$ cat src/rtl/ramwin_pkg.sv
package ramwin_pkg;

    typedef enum logic [0:0] {
        ST_IDLE   = 1'b0,
        ST_RD_ACK = 1'b1
    } host_state_e;

    typedef enum logic [1:0] {
        RG_TX  = 2'd0,
        RG_RX  = 2'd1,
        RG_CMD = 2'd2,
        RG_RSV = 2'd3
    } region_e;

    function automatic region_e region_of(input logic [1:0] upper);
        return region_e'(upper);
    endfunction

endpackage

$ cat src/rtl/ramwin_ctrl.sv
module ramwin_ctrl
    import ramwin_pkg::*;
#(
    parameter int ADDR_W = 6,
    parameter int REG_W  = 16
) (
    input  logic              clk,
    input  logic              rst_n,
    input  logic              hreq,
    input  logic              hsel,
    input  logic              hwr,
    input  logic [REG_W-1:0]  hwdata,
    output logic              hack,
    output logic [REG_W-1:0]  hrdata,
    output logic              st_wr_en,
    output logic [ADDR_W-1:0] st_addr,
    output logic [REG_W-1:0]  st_wdata,
    input  logic [REG_W-1:0]  st_rdata,
    output logic              busy,
    output logic [ADDR_W-1:0] addr_q
);

    host_state_e       state_q, state_d;
    logic [ADDR_W-1:0] addr_d;
    logic [REG_W-1:0]  hold_q, hold_d;
    logic              win_rd;

    assign win_rd = hreq && hsel && !hwr;

    // state register
    always_ff @(posedge clk or negedge rst_n) begin
        if (!rst_n) begin
            state_q <= ST_IDLE;
        end else begin
            state_q <= state_d;
        end
    end

    // pointer and read holding register
    always_ff @(posedge clk or negedge rst_n) begin
        if (!rst_n) begin
            addr_q <= '0;
            hold_q <= '0;
        end else begin
            addr_q <= addr_d;
            hold_q <= hold_d;
        end
    end

    // next state
    always_comb begin
        state_d = state_q;
        unique case (state_q)
            ST_IDLE:   if (win_rd) state_d = ST_RD_ACK;
            ST_RD_ACK: state_d = ST_IDLE;
            default:   state_d = ST_IDLE;
        endcase
    end

    // outputs and datapath
    always_comb begin
        hack     = 1'b0;
        hrdata   = '0;
        st_wr_en = 1'b0;
        addr_d   = addr_q;
        hold_d   = hold_q;
        unique case (state_q)
            ST_IDLE: begin
                if (hreq) begin
                    hack = !win_rd;
                    if (!hsel) begin
                        if (hwr) addr_d = hwdata[ADDR_W-1:0];
                        else     hrdata = REG_W'(addr_q);
                    end else begin
                        addr_d = addr_q + ADDR_W'(1);
                        if (hwr) st_wr_en = 1'b1;
                        else     hold_d   = st_rdata;
                    end
                end
            end
            ST_RD_ACK: begin
                hack   = 1'b1;
                hrdata = hold_q;
            end
            default: ;
        endcase
    end

    assign st_addr  = addr_q;
    assign st_wdata = hwdata;
    assign busy     = (state_q == ST_RD_ACK);

endmodule

$ cat src/rtl/ramwin_store.sv
module ramwin_store
    import ramwin_pkg::*;
#(
    parameter int IDX_W  = 4,
    parameter int DATA_W = 16,
    parameter int CMD_W  = 8
) (
    input  logic               clk,
    input  logic               rst_n,
    input  logic               h_wr_en,
    input  logic [IDX_W+1:0]   h_addr,
    input  logic [DATA_W-1:0]  h_wdata,
    output logic [DATA_W-1:0]  h_rdata,
    input  logic [IDX_W-1:0]   eng_rd_idx,
    output logic [DATA_W-1:0]  eng_tx_data,
    output logic [CMD_W-1:0]   eng_cmd_data,
    input  logic               eng_wr_en,
    input  logic [IDX_W-1:0]   eng_wr_idx,
    input  logic [DATA_W-1:0]  eng_wr_data
);

    localparam int DEPTH = 1 << IDX_W;
    localparam int PAD_W = DATA_W - CMD_W;

    logic [DATA_W-1:0] tx_mem  [DEPTH];
    logic [DATA_W-1:0] rx_mem  [DEPTH];
    logic [CMD_W-1:0]  cmd_mem [DEPTH];

    region_e           h_region;
    logic [IDX_W-1:0]  h_idx;

    assign h_region = region_of(h_addr[IDX_W+1:IDX_W]);
    assign h_idx    = h_addr[IDX_W-1:0];

    always_ff @(posedge clk or negedge rst_n) begin
        if (!rst_n) begin
            for (int i = 0; i < DEPTH; i++) tx_mem[i] <= '0;
        end else if (h_wr_en && h_region == RG_TX) begin
            tx_mem[h_idx] <= h_wdata;
        end
    end

    // engine write is applied last so it wins a same-entry collision
    always_ff @(posedge clk or negedge rst_n) begin
        if (!rst_n) begin
            for (int i = 0; i < DEPTH; i++) rx_mem[i] <= '0;
        end else begin
            if (h_wr_en && h_region == RG_RX) rx_mem[h_idx] <= h_wdata;
            if (eng_wr_en)                    rx_mem[eng_wr_idx] <= eng_wr_data;
        end
    end

    always_ff @(posedge clk or negedge rst_n) begin
        if (!rst_n) begin
            for (int i = 0; i < DEPTH; i++) cmd_mem[i] <= '0;
        end else if (h_wr_en && h_region == RG_CMD) begin
            cmd_mem[h_idx] <= h_wdata[DATA_W-1 -: CMD_W];
        end
    end

    always_comb begin
        unique case (h_region)
            RG_TX:   h_rdata = tx_mem[h_idx];
            RG_RX:   h_rdata = rx_mem[h_idx];
            RG_CMD:  h_rdata = {cmd_mem[h_idx], {PAD_W{1'b0}}};
            default: h_rdata = '0;
        endcase
    end

    assign eng_tx_data  = tx_mem[eng_rd_idx];
    assign eng_cmd_data = cmd_mem[eng_rd_idx];

endmodule

$ cat src/rtl/ramwin_port.sv
module ramwin_port
    import ramwin_pkg::*;
#(
    parameter int IDX_W  = 4,
    parameter int DATA_W = 16,
    parameter int CMD_W  = 8
) (
    input  logic              clk,
    input  logic              rst_n,
    input  logic              hreq,
    input  logic              hsel,
    input  logic              hwr,
    input  logic [DATA_W-1:0] hwdata,
    output logic [DATA_W-1:0] hrdata,
    output logic              hack,
    input  logic [IDX_W-1:0]  eng_rd_idx,
    output logic [DATA_W-1:0] eng_tx_data,
    output logic [CMD_W-1:0]  eng_cmd_data,
    input  logic              eng_wr_en,
    input  logic [IDX_W-1:0]  eng_wr_idx,
    input  logic [DATA_W-1:0] eng_wr_data
);

    localparam int ADDR_W = IDX_W + 2;

    logic              st_wr_en;
    logic [ADDR_W-1:0] st_addr;
    logic [DATA_W-1:0] st_wdata;
    logic [DATA_W-1:0] st_rdata;
    logic              busy;
    logic [ADDR_W-1:0] addr_q;

    ramwin_ctrl #(
        .ADDR_W (ADDR_W),
        .REG_W  (DATA_W)
    ) u_ctrl (
        .clk      (clk),
        .rst_n    (rst_n),
        .hreq     (hreq),
        .hsel     (hsel),
        .hwr      (hwr),
        .hwdata   (hwdata),
        .hack     (hack),
        .hrdata   (hrdata),
        .st_wr_en (st_wr_en),
        .st_addr  (st_addr),
        .st_wdata (st_wdata),
        .st_rdata (st_rdata),
        .busy     (busy),
        .addr_q   (addr_q)
    );

    ramwin_store #(
        .IDX_W  (IDX_W),
        .DATA_W (DATA_W),
        .CMD_W  (CMD_W)
    ) u_store (
        .clk          (clk),
        .rst_n        (rst_n),
        .h_wr_en      (st_wr_en),
        .h_addr       (st_addr),
        .h_wdata      (st_wdata),
        .h_rdata      (st_rdata),
        .eng_rd_idx   (eng_rd_idx),
        .eng_tx_data  (eng_tx_data),
        .eng_cmd_data (eng_cmd_data),
        .eng_wr_en    (eng_wr_en),
        .eng_wr_idx   (eng_wr_idx),
        .eng_wr_data  (eng_wr_data)
    );

endmodule

$ cat config.mk
export PLATFORM = sky130hd
export DESIGN_NAME = ramwin_port
export DESIGN_NICKNAME = d
export VERILOG_FILES = /design/src/rtl/ramwin_pkg.sv /design/src/rtl/ramwin_ctrl.sv /design/src/rtl/ramwin_store.sv /design/src/rtl/ramwin_port.sv
export SDC_FILE = /design/constraint.sdc
export NUM_CORES = 1
export LEC_CHECK = 0
export ABC_AREA = 1
export BUFFER_PORTS_ARGS = -buffer_cell sky130_fd_sc_hd__clkbuf_2
export CAP_MARGIN = 20
export CORE_MARGIN = 4
export CORE_UTILIZATION = 50
export DETAILED_ROUTE_END_ITERATION = 16
export PLACE_DENSITY = 0.69
export SYNTH_ARGS = -nofsm -noshare
export SYNTH_HDL_FRONTEND = slang
export SYNTH_SLANG_ARGS = --single-unit
$ cat constraint.sdc
create_clock -name clk -period 3.1 [get_ports clk]
set_input_delay 0.93 -clock clk [delete_from_list [all_inputs] [get_ports clk]]
set_output_delay 0.93 -clock clk [all_outputs]
set_load 0.01 [all_outputs]
Word level (Yosys, flattened, before mapping)
Cells that the tools add are included.

Bits of input ports: 46. Logic and storage cells: 119. Register bits after elaboration: 663.

Reduce and logical (&&, ||, !) cells: 13. Muxes and demuxes: 42. Bitwise gates (word level): 5. Equal/unequal tests: 2. Add/sub/neg operators: 1. Order comparisons: 5.

Operators by type and width (count): $bwmux 256 (3); $mux 256 (2); $bmux 16 s4 (3); $mux 16 (10); $bwmux 128 (1); $demux 16 s4 (2); $bmux 8 s4 (2); $pmux 16 s3 (1); $mux 8 (5); $demux 8 s4 (1); $pmux 16 s2 (1); $mux 6 (3); $ge 5x5->1 const B (3); $not 4->5 (3); $lt 5x1->1 const B (2); $logic_and 1x1->1 (7); $add 6x1->6 const B (1); $mux 1 (6); $pmux 1 s2 (2); $reduce_and 4->1 (1); $reduce_and 3->1 (1); $eq 2x1->1 const B (1); $eq 2x2->1 const B (1); $logic_not 1->1 (2); 3 further kinds (4).

Longest topological paths before layout
Depth in word-level cells: 9. Gate-level depth with buffers: 13. Gate-level depth less buffers: 10.

By module
From an unflattened synthesis, not the netlist that was laid out.

Cells, all modules: 5195. Area, all modules: 36772.8 um2.

Modules (own cells, without submodules): ramwin_store (instances 1, area an instance 35393.9 um2, sequential area each 16015.4 um2, cells each 5007); ramwin_ctrl (instances 1, area an instance 1378.8 um2, sequential area each 575.6 um2, cells each 188).

Worst setup path before layout
OpenSTA, ideal clock, no wires.

Kind: input to output. Start: input port eng_rd_idx[1]. End: output port eng_cmd_data[1]. Setup slack: -0.009 ns. Arrival: 2.179 ns. Cell stages on the path: 7. Required time: 2.170 ns. Cells stage by stage: clkbuf_1 > buf_2 > clkbuf_1 > o21ai_0 > a21oi_1 > o22ai_1 > o21ai_0.

Cells in the longest elaborated chain, start to end: 4.

Ends and longest elaborated chain: start: declaration (line ramwin_port.sv:16) `input logic [IDX_W-1:0] eng_rd_idx,`; $not 4->5 (implied by the code) (line ramwin_store.sv:71) `assign eng_cmd_data = cmd_mem[eng_rd_idx];`; $bmux 8 s4 (line ramwin_store.sv:71); $mux 8 (implied by the code) (2 in a row) (line ramwin_store.sv:71); end: declaration (line ramwin_port.sv:18) `output logic [CMD_W-1:0] eng_cmd_data,`.

Every way passes these cells. The select of a mux whose other input is x is not followed.

Worst setup path after layout
Start: input port eng_rd_idx[0]. End: output port eng_tx_data[8].

Cells in the longest elaborated chain, start to end: 4.

Ends and longest elaborated chain: $not 4->5 (implied by the code) (line ramwin_store.sv:70) `assign eng_tx_data = tx_mem[eng_rd_idx];`; $bmux 16 s4 (line ramwin_store.sv:70); $mux 16 (implied by the code) (2 in a row) (line ramwin_store.sv:70); end: declaration (line ramwin_port.sv:17) `output logic [DATA_W-1:0] eng_tx_data,`.

Every way passes these cells. The select of a mux whose other input is x is not followed.

==> results.json <==
{
  "period_share_pct": 101,
  "grt_util_met1_pct": 44.3,
  "setup.worst_path.start_class": "input pin",
  "cts_buffer_depth": 3,
  "p_sw_share_pct": 33.9,
  "hpwl_um": 79900,
  "nFillCells": 6938,
  "peakVddDrop_v": 0.000511,
  "yosysWarnings": 0,
  "hold_path_class": "input pin to async pin",
  "dr.first_iter.drc_count": 4397,
  "grt_pass1_vias": 33700,
  "dp_slack_ns": -0.0703,
  "outcome": "finished with violations",
  "worstSetupPathType": "input pin to primary output",
  "cts_sinks": 663,
  "hold_violations": 0,
  "die_area_um2": 79800,
  "antenna_left": 0,
  "core-area_um2": 74600,
  "syn_inst": 5359,
  "slew_violations": 0,
  "synth-seq-cells": 663,
  "drive_above_1_share_pct": 9.88,
  "dr.pass1.iters": 7,
  "dpl-instance-area_um2": 39800,
  "fmax_mhz": 319,
  "crit_path_end_kind": "primary output",
  "cts_made_buffers": 76,
  "synth_nets": 5409,
  "dieWidth_um": 283,
  "diodes": 0,
  "post-place-cells": 6196,
  "routed_wl_um": 129000,
  "fin_crit_ns": 3.13,
  "grt_start_max_net_pins": 142,
  "rsz0062_at_grt": "yes",
  "use_met2_pct": 50.3,
  "nets": 5366,
  "io_buffers": 86,
  "worst_pin_slew_ns": 0.998,
  "clock_tree.root_cell": "clkbuf_16",
  "track_usage_pct": 32.0,
  "grt-busiest-layer": "met2",
  "wire_per_inst_um": 20.4,
  "relSlewSlack_pct": 33.0,
  "seqPwrFrac_pct": 39.6,
  "ios": 87,
  "grt-ovfl-total": 0,
  "die_h_um": 283,
  "syn_area_um2": 37700,
  "intPower_mw": 18.7,
  "power_frac_comb_pct": 26.9,
  "fin_util_pct": 57.6,
  "cp.required_ns": 2.17,
  "maxCapViolCount": 0,
  "finalClockSkew_ns": 0.0187,
  "yosysUniqueCellTypes": 33,
  "grt_pass1_wl_um": 199000,
  "cp_max_fo": 10,
  "setup_tns_ns": -0.0328,
  "drcViolationCount": 0,
  "total_power_mw": 28.3,
  "start_util_pct": 50.5,
  "worstPathArrival_ns": 2.20,
  "tritoncts": "done",
  "violations": "negative setup slack",
  "finish.instance_area_um2": 43000,
  "ctsHoldBuffers": 0,
  "antenna_found_initial": 0,
  "insertion_delay_ns": 0.63,
  "fin_cells": 6344,
  "power.density_nw_per_um2": 659,
  "synth-seq-area-share_pct": 44.0,
  "vias_per_cell": 5.81,
  "fin_ws_ns": -0.0328,
  "vias": 36900,
  "p_clk_share_pct": 33.5,
  "gp_congestion": 0.912,
  "layout-area-overhead-vs-synth_pct": 14.0,
  "core.rowCount": 100,
  "setup_viol": 1,
  "whs_ns": 0.214,
  "use_met3_pct": 5.55,
  "p_sw_mw": 9.62,
  "clk_pin_slew_ns": 0.06,
  "p_leak_nw": 20.9,
  "syn_avg_cell_area_um2": 7.03,
  "cts_max_level": 3
}
==> worst paths after layout <==
kind / startpoint / endpoint / slack (ns) / depth (start not counted)
min: rst_n / u_store.tx_mem[211] / 0.21 / 1
max in group asynchronous: rst_n / u_store.cmd_mem[38] / 1.93 / 3
max: eng_rd_idx[0] / eng_tx_data[8] / -0.03 / 9
min in group clk: u_ctrl.hold_q[6] / u_ctrl.hold_q[6] / 0.48 / 2
max reg2reg: u_ctrl.addr_q[0] / u_store.cmd_mem[124] / 0.31 / 6
min reg2reg: u_ctrl.hold_q[6] / u_ctrl.hold_q[6] / 0.48 / 2
==> flip-flops by register name, indices dropped and copies added, names as in the netlist <==
| register | cells |
|---|---|
| u_store.tx_mem | 256 |
| u_ctrl.hold_q | 16 |
| u_ctrl.addr_q | 6 |
| u_store.rx_mem | 256 |
| u_store.cmd_mem | 128 |
| u_ctrl.busy | 1 |
==> timing repair <==
action,in CTS,in global routing
gates cloned,5,3
resized for setup,37,103
setup endpoints to repair,17,28
endpoints found under the hold margin,0,0
setup buffers,0,3
pin swaps,10,17
==> synth_stat cells <==
| library cell | count | area share (%) |
|---|---|---|
| nand2_1 | 1706 | 17 |
| o21ai_0 | 863 | 11 |
| dfrtp_1 | 663 | 44 |
| inv_1 | 548 | 5.5 |
| clkbuf_1 | 309 | 3.1 |
| o211ai_1 | 307 | 6.1 |
| nand3_1 | 232 | 3.1 |
| nor2_1 | 217 | 2.2 |
| a21oi_1 | 209 | 2.8 |
| buf_2 | 109 | 1.4 |
| a31oi_1 | 58 | 0.96 |
| o221ai_1 | 29 | 0.67 |
| buf_1 | 20 | 0.20 |
| o21ai_1 | 20 | 0.27 |
| o22ai_1 | 12 | 0.20 |
| nand2_2 | 11 | 0.18 |
| clkinv_1 | 9 | 0.090 |
| inv_2 | 8 | 0.080 |
| nor2_2 | 5 | 0.083 |
| buf_4 | 4 | 0.080 |
| ha_1 | 4 | 0.13 |
| buf_6 | 3 | 0.090 |
| nor2_4 | 2 | 0.060 |
| nor3_4 | 2 | 0.086 |
| and3_1 | 1 | 0.017 |
| mux2i_1 | 1 | 0.027 |
| nand3_4 | 1 | 0.046 |
| nand4_1 | 1 | 0.017 |
| nor3_1 | 1 | 0.013 |
| nor3_2 | 1 | 0.027 |
| o21bai_1 | 1 | 0.020 |
| o31ai_1 | 1 | 0.020 |
| xor2_1 | 1 | 0.023 |
==> worst max-delay path, cell delays in order <==
cell and delay [ns]:
buf_16 0.14, bufbuf_16 0.29, buf_4 0.14, a21oi_1 0.13, o21ai_0 0.09, o211ai_1 0.10
o211ai_1 0.11, o21ai_1 0.11, buf_2 0.16
==> metal layers <==
| metal | up-vias | share of wire, % |
|---|---|---|
| met3 | 321 | 9.2 |
| li1 | 17400 | - |
| met4 | 0 | 4.2 |
| met1 | 17400 | 42 |
| met5 | - | 0 |
| met2 | 1809 | 45 |
==> cell families after synthesis <==
logic type               after synthesis  share of synthesized area [%]
AO/OA/AOI/OAI                       1500                           22.5
multiplexers                           1                         0.0266
adder cells (fa/ha/maj)                4                          0.133
XOR/XNOR                               1                         0.0232
AND/OR/NAND/NOR                     2180                           22.8
buffers and inverters               1010                           10.5
flip-flops                           663                           44.0
==> cells in the final DEF, fill, tap and decap left out, drive strengths merged, types with 24 or more instances in the layout <==
master,synthesis,routed
nand2,1717,1717
o21ai,883,883
dfrtp,663,663
inv,556,561
o211ai,307,307
buf,136,251
nand3,233,233
nor2,224,224
a21oi,209,209
clkbuf,309,181
a31oi,58,58
o221ai,29,29
clkinv,9,24
==> area by class of cell <==
class	count	area, µm²	share of cell area [%]
well taps	969	1210	2.82
clock inverters	28	374	0.871
repair buffers	324	3030	7.04
clock buffers	109	2250	5.23
flip-flops and latches	663	16600	38.6
inverters	565	2130	4.96
multi-input cells	3686	17400	40.4
==> power groups by stage <==
| stage | clock network [mW] | logic, mW | registers, mW |
|---|---|---|---|
| 6_report | 9.50 | 7.62 | 11.2 |
| 3_5_place_dp | 0 | 7.32 | 11.3 |
| 4_1_cts | 9.61 | 7.41 | 11.2 |
| 5_1_grt | 9.96 | 8.60 | 11.4 |
| 3_3_place_gp | 0 | 7.15 | 11.3 |
| 2_1_floorplan | 0 | 5.19 | 11.0 |
Power figures use the tool's default switching activity.
